### src/rtl/alu8_pkg.sv
package alu8_pkg;

  localparam int OPC_W  = 5;
  localparam int FLAG_W = 6;
  localparam int FC = 0;
  localparam int FZ = 1;
  localparam int FN = 2;
  localparam int FV = 3;
  localparam int FS = 4;
  localparam int FH = 5;

  typedef enum logic [OPC_W-1:0] {
    OP_ADD  = 5'd0,
    OP_ADDC = 5'd1,
    OP_SUB  = 5'd2,
    OP_SUBC = 5'd3,
    OP_CMP  = 5'd4,
    OP_CMPC = 5'd5,
    OP_AND  = 5'd6,
    OP_OR   = 5'd7,
    OP_XOR  = 5'd8,
    OP_MCLR = 5'd9,
    OP_MSET = 5'd10,
    OP_INV  = 5'd11,
    OP_NEG  = 5'd12,
    OP_INC  = 5'd13,
    OP_DEC  = 5'd14,
    OP_SHL  = 5'd15,
    OP_RLC  = 5'd16,
    OP_SHR  = 5'd17,
    OP_RRC  = 5'd18,
    OP_SAR  = 5'd19,
    OP_NSWP = 5'd20
  } alu_op_e;

  // status bits written by each operation
  function automatic logic [FLAG_W-1:0] flag_mask(input logic [OPC_W-1:0] code);
    logic [FLAG_W-1:0] m;
    case (code)
      OP_ADD, OP_ADDC, OP_SUB, OP_SUBC, OP_CMP, OP_CMPC,
      OP_NEG, OP_SHL, OP_RLC:                  m = 6'b111111;
      OP_AND, OP_OR, OP_XOR, OP_MCLR, OP_MSET,
      OP_INC, OP_DEC:                          m = 6'b011110;
      OP_INV, OP_SHR, OP_RRC, OP_SAR:          m = 6'b011111;
      default:                                 m = 6'b000000;
    endcase
    return m;
  endfunction

  function automatic logic writes_result(input logic [OPC_W-1:0] code);
    return (code <= OP_NSWP) && (code != OP_CMP) && (code != OP_CMPC);
  endfunction

  function automatic logic on_adder(input logic [OPC_W-1:0] code);
    case (code)
      OP_ADD, OP_ADDC, OP_SUB, OP_SUBC, OP_CMP, OP_CMPC,
      OP_NEG, OP_INC, OP_DEC, OP_SHL, OP_RLC: return 1'b1;
      default:                                return 1'b0;
    endcase
  endfunction

  function automatic logic is_subtract(input logic [OPC_W-1:0] code);
    case (code)
      OP_SUB, OP_SUBC, OP_CMP, OP_CMPC, OP_NEG, OP_DEC: return 1'b1;
      default:                                          return 1'b0;
    endcase
  endfunction

  function automatic logic takes_carry(input logic [OPC_W-1:0] code);
    case (code)
      OP_ADDC, OP_SUBC, OP_CMPC, OP_RLC: return 1'b1;
      default:                           return 1'b0;
    endcase
  endfunction

  function automatic logic zero_chained(input logic [OPC_W-1:0] code);
    return (code == OP_SUBC) || (code == OP_CMPC);
  endfunction

  function automatic logic shifts_right(input logic [OPC_W-1:0] code);
    return (code == OP_SHR) || (code == OP_RRC) || (code == OP_SAR);
  endfunction

endpackage

### src/rtl/alu8_rst_sync.sv
module alu8_rst_sync #(
  parameter int STAGES = 2
) (
  input  logic clk,
  input  logic rst_n,
  output logic rst_sync_n
);
  logic [STAGES-1:0] chain_q;
  logic [STAGES-1:0] chain_d;

  always_comb begin
    chain_d = {chain_q[STAGES-2:0], 1'b1};
  end

  always_ff @(posedge clk or negedge rst_n) begin
    if (!rst_n) chain_q <= '0;
    else        chain_q <= chain_d;
  end

  assign rst_sync_n = chain_q[STAGES-1];
endmodule

### src/rtl/alu8_addsub.sv
module alu8_addsub #(
  parameter int W = 8
) (
  input  logic [W-1:0] a_i,
  input  logic [W-1:0] b_i,
  input  logic         cin_i,
  input  logic         sub_i,
  output logic [W-1:0] sum_o,
  output logic         cout_o,
  output logic         half_o,
  output logic         ovf_o
);
  localparam int MSB  = W - 1;
  localparam int HALF = W / 2;

  logic [W-1:0]  b_eff;
  logic          c_eff;
  logic [W:0]    full;
  logic [HALF:0] low;

  always_comb begin
    // subtraction as a + ~b + ~borrow; borrows are inverted carries
    b_eff  = sub_i ? ~b_i : b_i;
    c_eff  = sub_i ? ~cin_i : cin_i;
    full   = {1'b0, a_i} + {1'b0, b_eff} + {{W{1'b0}}, c_eff};
    low    = {1'b0, a_i[HALF-1:0]} + {1'b0, b_eff[HALF-1:0]} + {{HALF{1'b0}}, c_eff};
    sum_o  = full[W-1:0];
    cout_o = sub_i ? ~full[W] : full[W];
    half_o = sub_i ? ~low[HALF] : low[HALF];
    ovf_o  = (a_i[MSB] == b_eff[MSB]) && (full[MSB] != a_i[MSB]);
  end
endmodule

### src/rtl/alu8_bitops.sv
module alu8_bitops
  import alu8_pkg::*;
#(
  parameter int W = 8
) (
  input  logic [OPC_W-1:0] code_i,
  input  logic [W-1:0]     a_i,
  input  logic [W-1:0]     b_i,
  input  logic             cin_i,
  output logic [W-1:0]     res_o,
  output logic             cout_o
);
  localparam int MSB  = W - 1;
  localparam int HALF = W / 2;

  logic [W-1:0] swapped;

  for (genvar i = 0; i < W; i++) begin : g_swap
    assign swapped[i] = a_i[(i + HALF) % W];
  end

  always_comb begin
    res_o  = a_i;
    cout_o = cin_i;
    case (code_i)
      OP_AND:          res_o = a_i & b_i;
      OP_OR, OP_MSET:  res_o = a_i | b_i;
      OP_XOR:          res_o = a_i ^ b_i;
      OP_MCLR:         res_o = a_i & ~b_i;
      OP_INV: begin
        res_o  = ~a_i;
        cout_o = 1'b1;
      end
      OP_SHR: begin
        res_o  = {1'b0, a_i[MSB:1]};
        cout_o = a_i[0];
      end
      OP_RRC: begin
        res_o  = {cin_i, a_i[MSB:1]};
        cout_o = a_i[0];
      end
      OP_SAR: begin
        res_o  = {a_i[MSB], a_i[MSB:1]};
        cout_o = a_i[0];
      end
      OP_NSWP:         res_o = swapped;
      default: begin
        res_o  = a_i;
        cout_o = cin_i;
      end
    endcase
  end
endmodule

### src/rtl/alu8_state.sv
module alu8_state
  import alu8_pkg::*;
#(
  parameter int W = 8
) (
  input  logic              clk,
  input  logic              rst_n,
  input  logic              en_i,
  input  logic              wr_res_i,
  input  logic [W-1:0]      res_i,
  input  logic [FLAG_W-1:0] fmask_i,
  input  logic [FLAG_W-1:0] fcand_i,
  output logic [W-1:0]      res_q_o,
  output logic [FLAG_W-1:0] flags_q_o,
  output logic              done_q_o
);
  logic [W-1:0]      res_q,   res_d;
  logic [FLAG_W-1:0] flags_q, flags_d;
  logic              done_q,  done_d;

  always_comb begin
    res_d   = wr_res_i ? res_i : res_q;
    flags_d = (flags_q & ~fmask_i) | (fcand_i & fmask_i);
    done_d  = en_i;
  end

  always_ff @(posedge clk or negedge rst_n) begin
    if (!rst_n) begin
      res_q   <= '0;
      flags_q <= '0;
      done_q  <= 1'b0;
    end else begin
      done_q <= done_d;
      if (en_i) begin
        res_q   <= res_d;
        flags_q <= flags_d;
      end
    end
  end

  assign res_q_o   = res_q;
  assign flags_q_o = flags_q;
  assign done_q_o  = done_q;

  // idle cycles leave the result and status untouched
  p_idle_hold_r12: assert property (@(posedge clk) disable iff (!rst_n)
    !en_i |=> ($stable(res_q) && $stable(flags_q)));

  // the sign bit always agrees with N xor V
  p_sign_rule_r11: assert property (@(posedge clk) disable iff (!rst_n)
    flags_q[FS] == (flags_q[FN] ^ flags_q[FV]));
endmodule

### src/rtl/alu8_core.sv
module alu8_core
  import alu8_pkg::*;
#(
  parameter int W = 8
) (
  input  logic              clk,
  input  logic              rst_n,
  input  logic              op_valid_i,
  input  logic [OPC_W-1:0]  op_code_i,
  input  logic [W-1:0]      opa_i,
  input  logic [W-1:0]      opb_i,
  output logic [W-1:0]      result_o,
  output logic [FLAG_W-1:0] flags_o,
  output logic              done_o
);
  localparam int MSB = W - 1;
  localparam logic [W-1:0] ONE = {{(W-1){1'b0}}, 1'b1};

  logic              rst_sync_n;
  logic [FLAG_W-1:0] flags_q;
  logic              use_add, do_sub, chain_c, sticky_z, right_sh;
  logic [W-1:0]      add_a, add_b, add_sum, bit_res, res_sel;
  logic              add_c, add_h, add_v, bit_c, cin;
  logic              n_new, c_new, v_new, z_new, res_zero;
  logic [FLAG_W-1:0] fcand, fmask;

  alu8_rst_sync #(.STAGES(2)) u_rst_sync (
    .clk        (clk),
    .rst_n      (rst_n),
    .rst_sync_n (rst_sync_n)
  );

  // operand steering for the shared adder
  always_comb begin
    use_add  = on_adder(op_code_i);
    do_sub   = is_subtract(op_code_i);
    chain_c  = takes_carry(op_code_i);
    sticky_z = zero_chained(op_code_i);
    right_sh = shifts_right(op_code_i);
    cin      = chain_c ? flags_q[FC] : 1'b0;
    add_a    = (op_code_i == OP_NEG) ? '0 : opa_i;
    case (op_code_i)
      OP_NEG, OP_SHL, OP_RLC: add_b = opa_i;
      OP_INC, OP_DEC:         add_b = ONE;
      default:                add_b = opb_i;
    endcase
  end

  alu8_addsub #(.W(W)) u_addsub (
    .a_i    (add_a),
    .b_i    (add_b),
    .cin_i  (cin),
    .sub_i  (do_sub),
    .sum_o  (add_sum),
    .cout_o (add_c),
    .half_o (add_h),
    .ovf_o  (add_v)
  );

  alu8_bitops #(.W(W)) u_bitops (
    .code_i (op_code_i),
    .a_i    (opa_i),
    .b_i    (opb_i),
    .cin_i  (flags_q[FC]),
    .res_o  (bit_res),
    .cout_o (bit_c)
  );

  // candidate status bits; the mask decides which of them land
  always_comb begin
    res_sel  = use_add ? add_sum : bit_res;
    res_zero = (res_sel == '0);
    n_new    = res_sel[MSB];
    c_new    = use_add ? add_c : bit_c;
    if (use_add)       v_new = add_v;
    else if (right_sh) v_new = n_new ^ c_new;
    else               v_new = 1'b0;
    z_new    = sticky_z ? (res_zero & flags_q[FZ]) : res_zero;
    fcand        = '0;
    fcand[FC]    = c_new;
    fcand[FZ]    = z_new;
    fcand[FN]    = n_new;
    fcand[FV]    = v_new;
    fcand[FS]    = n_new ^ v_new;
    fcand[FH]    = add_h;
    fmask        = flag_mask(op_code_i);
  end

  alu8_state #(.W(W)) u_state (
    .clk       (clk),
    .rst_n     (rst_sync_n),
    .en_i      (op_valid_i),
    .wr_res_i  (writes_result(op_code_i)),
    .res_i     (res_sel),
    .fmask_i   (fmask),
    .fcand_i   (fcand),
    .res_q_o   (result_o),
    .flags_q_o (flags_q),
    .done_q_o  (done_o)
  );

  assign flags_o = flags_q;

  // done marks exactly the cycle after an accepted operation
  p_done_after_valid_r12: assert property (@(posedge clk) disable iff (!rst_sync_n)
    op_valid_i |=> done_o);
  p_no_done_idle_r12: assert property (@(posedge clk) disable iff (!rst_sync_n)
    !op_valid_i |=> !done_o);

  // increment and decrement keep carry and half carry
  p_incdec_keep_ch_r7: assert property (@(posedge clk) disable iff (!rst_sync_n)
    (op_valid_i && (op_code_i == OP_INC || op_code_i == OP_DEC))
      |=> (flags_o[FC] == $past(flags_o[FC])) && (flags_o[FH] == $past(flags_o[FH])));

  // nibble swap changes no status bit
  p_swap_flags_stable_r10: assert property (@(posedge clk) disable iff (!rst_sync_n)
    (op_valid_i && op_code_i == OP_NSWP) |=> $stable(flags_o));

  // compares keep the result register
  p_cmp_keeps_result_r2: assert property (@(posedge clk) disable iff (!rst_sync_n)
    (op_valid_i && (op_code_i == OP_CMP || op_code_i == OP_CMPC)) |=> $stable(result_o));

  // a cleared Z stays cleared through carry-chained subtracts
  p_z_sticky_r3: assert property (@(posedge clk) disable iff (!rst_sync_n)
    (op_valid_i && (op_code_i == OP_SUBC || op_code_i == OP_CMPC) && !flags_o[FZ])
      |=> !flags_o[FZ]);

  // invert always sets carry
  p_inv_sets_carry_r5: assert property (@(posedge clk) disable iff (!rst_sync_n)
    (op_valid_i && op_code_i == OP_INV) |=> flags_o[FC]);

  // logic group clears overflow
  p_logic_v_clear_r4: assert property (@(posedge clk) disable iff (!rst_sync_n)
    (op_valid_i && op_code_i >= OP_AND && op_code_i <= OP_MSET) |=> !flags_o[FV]);
endmodule

### config.mk
export PLATFORM = sky130hd
export DESIGN_NAME = alu8_core
export DESIGN_NICKNAME = d
export VERILOG_FILES = /design/src/rtl/alu8_pkg.sv /design/src/rtl/alu8_rst_sync.sv /design/src/rtl/alu8_addsub.sv /design/src/rtl/alu8_bitops.sv /design/src/rtl/alu8_state.sv /design/src/rtl/alu8_core.sv
export SDC_FILE = /design/constraint.sdc
export NUM_CORES = 1
export LEC_CHECK = 0
export BUFFER_PORTS_ARGS = -buffer_cell sky130_fd_sc_hd__clkbuf_2
export CAP_MARGIN = 20
export CORE_ASPECT_RATIO = 1.25
export CORE_MARGIN = 2
export CORE_UTILIZATION = 39
export DETAILED_ROUTE_END_ITERATION = 16
export PLACE_DENSITY = 0.65
export SETUP_SLACK_MARGIN = 0.02
export SYNTH_ARGS = -nofsm -noshare
export SYNTH_HDL_FRONTEND = slang
export SYNTH_SLANG_ARGS = --single-unit
### constraint.sdc
create_clock -name clk -period 0.8 [get_ports clk]
set_input_delay 0 -clock clk [delete_from_list [all_inputs] [get_ports clk]]
set_output_delay 0 -clock clk [all_outputs]
set_load 0.005 [all_outputs]
==> key figures <==
Detailed routing
  – Avg WL per Cell: 16.25 µm
  – Antenna Nets Post-Route: 0
  – DR vias/cell: 5.456
  – Residual DRC: 0
  – Starting DRT DRC Count: 171
  – Via Count: 3066
  – Initial DRT Pass Iterations: 5
  – WL final: 9135 µm

Worst setup path
  – Required @ worst endpoint: 0.98 ns
  – Crit path cell chain: clkbuf_16 -> ha_4 -> and2b_4 -> a32o_2 -> nand2_1 -> o211ai_1 -> xor2_1 -> fa_2 -> fa_2 -> a21o_1 -> a21oi_4 -> o21ai_2 -> xnor2_1 -> a32oi_2 -> or4_4 -> o41a_1 -> nor2_1
  – Top cell by count, worst path: fa_2
  – Worst path arrival time: 3.55 ns
  – Cell family with most CP delay: compound AO/OA/AOI/OAI gates
  – CP bufs+invs: 1
  – Max incr delay on CP: 0.44 ns
  – Top fanout value on the critical path: 5
  – Critical Path Source Type: primary input
  – WS Path Type: primary input to register
  – Slowest cell on the critical path: or4_4
  – Critical Path Sink Type: register

STA
  – Post-layout min period: 3.373 ns
  – Slew Viols, Final: 0
  – Tcrit/Tclk final: 4.217
  – Worst Clk Skew: 0.005296 ns
  – Endpoints failing setup: 15
  – Setup TNS Final: -28.77 ns
  – Hold Vio Cnt, Final: 0
  – Max Fclk: 296.4 MHz
  – RSZ-0062 raised after global routing: true
  – Final worst slack: -2.573 ns

Floorplanning
  – Ports: 39
  – Die area: 7087 µm²
  – Chip Height: 93.63 µm
  – Core Area: 6206 µm²
  – Initial core utilization: 0.4038
  – Row cnt: 32
  – Die X-Extent: 75.70 µm

Clock tree
  – Worst-path clk slew: 0.07 ns
  – Clock tree sinks: 17
  – Root buf cell: clkbuf_8
  – CTS tree: built
  – Clk_lat worst skew: 0.25 ns
  – Clock buffer depth: 2
  – Num CTS Buffers: 3
  – # H-tree levels: 1

Hold path
  – Hold Crit Class: primary input to async pin

Job
  – Max cap viols: 0

Global route
  – Vias in the first global route: 3028
  – Gr usage total: 0.2616
  – First-pass GRT wire length: 14230 µm
  – Largest net degree at the start of global routing: 23
  – Grt total ovfl: 0
  – Initial antenna violation count: 0

Synthesis
  – Largest family of logic cells by synthesized area: compound AO/OA/AOI/OAI gates
  – Ys Warns: 0
  – Compound-Gate Fraction of Synth Area: 0.3125
  – Yosys cell types: 68
  – Synth Area in Simple Gates: 0.2152
  – Syn Inst Count: 326
  – Synth top area share: 0.1697
  – Asr flop ratio synth: 1.000
  – Register bit total from synthesis: 17
  – Top cells by area, synth: dfrtp_1 17%, ha_1 9.5%, nand2_1 5.2%, a21oi_1 5.0%, xnor2_1 4.5%
  – Biggest area consumer among synthesized cells: dfrtp_1
  – Post-synthesis mux area share: 0.03894
  – Post-Synth XOR/XNOR Area: 0.06291
  – Seq/Total Area, Yosys: 0.1697
  – Adder-cell area share of the yosys netlist: 0.1108
  – Number of flops mapped to enable cells by yosys: 0
  – Post-Syn Area per Cell: 7.688 µm²
  – Syn nets: 371
  – Cell area after synthesis: 2506 µm²
  – Post-synth top flop: dfrtp_1

Place
  – I/O Buffers: 38
  – Placer's final routability congestion estimate: 0.9688
  – Final HPWL DP: 7084 µm

Cells and area
  – Area taken by multi-input logic gates: 2121 µm²
  – Nets: 523
  – Filler instances: 555
  – Layout Area Growth over Synthesis: 60.91%
  – Share of layout cells above drive strength 1: 0.4780
  – Register Area: 425.4 µm²
  – # diodes: 0

Power
  – Worst vdd ir: 617.8 µV
  – PnR Total Power: 0.005391 W
  – Power Dens Cells: 1337 nW/µm²
  – Pleak: 1.940 nW

Run status
  – Violated checks: setup timing
  – Outcome: finished with violations
==> kinds of logic (layout without fill, tap and decap cells) <==
logic type / after synthesis / after routing
DFF: 17 / 17
buffers and inverters: 44 / 194
AOI/OAI and AO/OA: 108 / 109
muxes: 9 / 9
and+or+nand+nor: 108 / 108
adders and majority gates: 21 / 21
xor gates and xnor gates: 18 / 18
other: 1 / 1
==> report_power, final <==
part	total (W)	internal (W)	switching (W)
Sequential	0.00119	0.00107	0.000117
Clock	0.000622	0.000345	0.000277
Combinational	0.00358	0.00195	0.00164
==> repair_timing <==
| item | CTS | global route |
|---|---|---|
| hold endpoints to repair | 3 | 0 |
| pin swaps | 24 | 22 |
| setup buffers | 11 | 11 |
| setup endpoints to repair | 16 | 19 |
| hold buffers | 2 | 0 |
| gates resized for setup | 42 | 24 |
| cloned | 1 | 0 |
==> Yosys cell counts, types with 3 or more instances <==
cell type / instances
nand2_1: 35
nor2_1: 29
a21oi_1: 25
inv_1: 21
ha_1: 19
o21ai_0: 19
dfrtp_1: 17
xnor2_1: 13
and2_1: 10
clkbuf_1: 7
a21o_1: 6
a32oi_1: 6
buf_2: 6
mux2_2: 6
nand3_1: 6
o31ai_1: 6
a31oi_1: 5
buf_4: 5
o211ai_1: 5
xor2_1: 5
and3_1: 4
buf_6: 4
a32o_1: 3
mux2i_1: 3
nor2b_1: 3
==> final timing paths <==
check / from / end / slack (ns) / depth (start not counted)
worst max-delay path: op_code_i[1] / register / -2.57 / 17
worst min-delay path: rst_n / u_rst_sync.chain_q[0] / 0.06 / 2
worst max register to register: register / register / -2.30 / 12
worst min register to register: u_rst_sync.chain_q[1] / async pin / 0.17 / 1
max in group asynchronous: u_rst_sync.chain_q[1] / u_state.res_q_o[4] / 0.45 / 1
min in group clk: op_valid_i / register / 0.23 / 4
==> cells in the final DEF (no fill, tap or decap), types with 3 or more instances in the layout <==
cell,netlist,layout
o21ai_1,2,5
a21oi_2,1,6
dfrtp_1,17,17
and3_1,4,4
xnor2_1,13,12
nor2_1,29,25
a21oi_1,25,18
buf_6,4,11
o211ai_1,5,5
inv_1,21,19
clkbuf_2,0,34
mux2_4,0,3
nand2_1,35,34
a31oi_1,5,5
a21o_1,6,6
xor2_1,5,4
mux2i_1,3,3
buf_4,5,118
o31ai_4,0,3
ha_1,19,15
and2_1,10,8
nand3_1,6,6
nor2_2,0,4
o21ai_0,19,15
a32oi_1,6,4
a32o_1,3,3
ha_4,0,3
clkbuf_8,0,3
mux2_2,6,3
==> routing by layer <==
metal | part of all wire | track usage
met1 | 0.39 | 0.3045
met5 | 0 | 0
met2 | 0.53 | 0.4848
met3 | 0.048 | 0.01185
met4 | 0.034 | 0.09942
==> metrics by stage <==
| step | utilization | setup WS, ns | hold WS [ns] | cells | cell area [µm²] |
|---|---|---|---|---|---|
| after floorplan | - | -2.841 | -0.2956 | 326 | 2575 |
| after global placement | 0.5696 | -2.860 | -0.2147 | 539 | 3535 |
| after detailed placement | 0.5696 | -2.962 | -0.2126 | 539 | 3535 |
| after CTS | 0.6238 | -2.518 | 0.05101 | 555 | 3871 |
| after global routing | 0.6498 | -2.712 | 0.06368 | 562 | 4033 |
| final | 0.6498 | -2.573 | 0.05702 | 562 | 4033 |
==> area by class of cell <==
class,instances,area share
Multi-Input combinational cell,266,0.5259
Clock inverter,1,0.001241
Inverter,21,0.02079
Clock buffer,3,0.01024
Tap cell,85,0.02637
Sequential cell,17,0.1055
Timing Repair Buffer,169,0.3100
(Power assumes the default switching activity.)
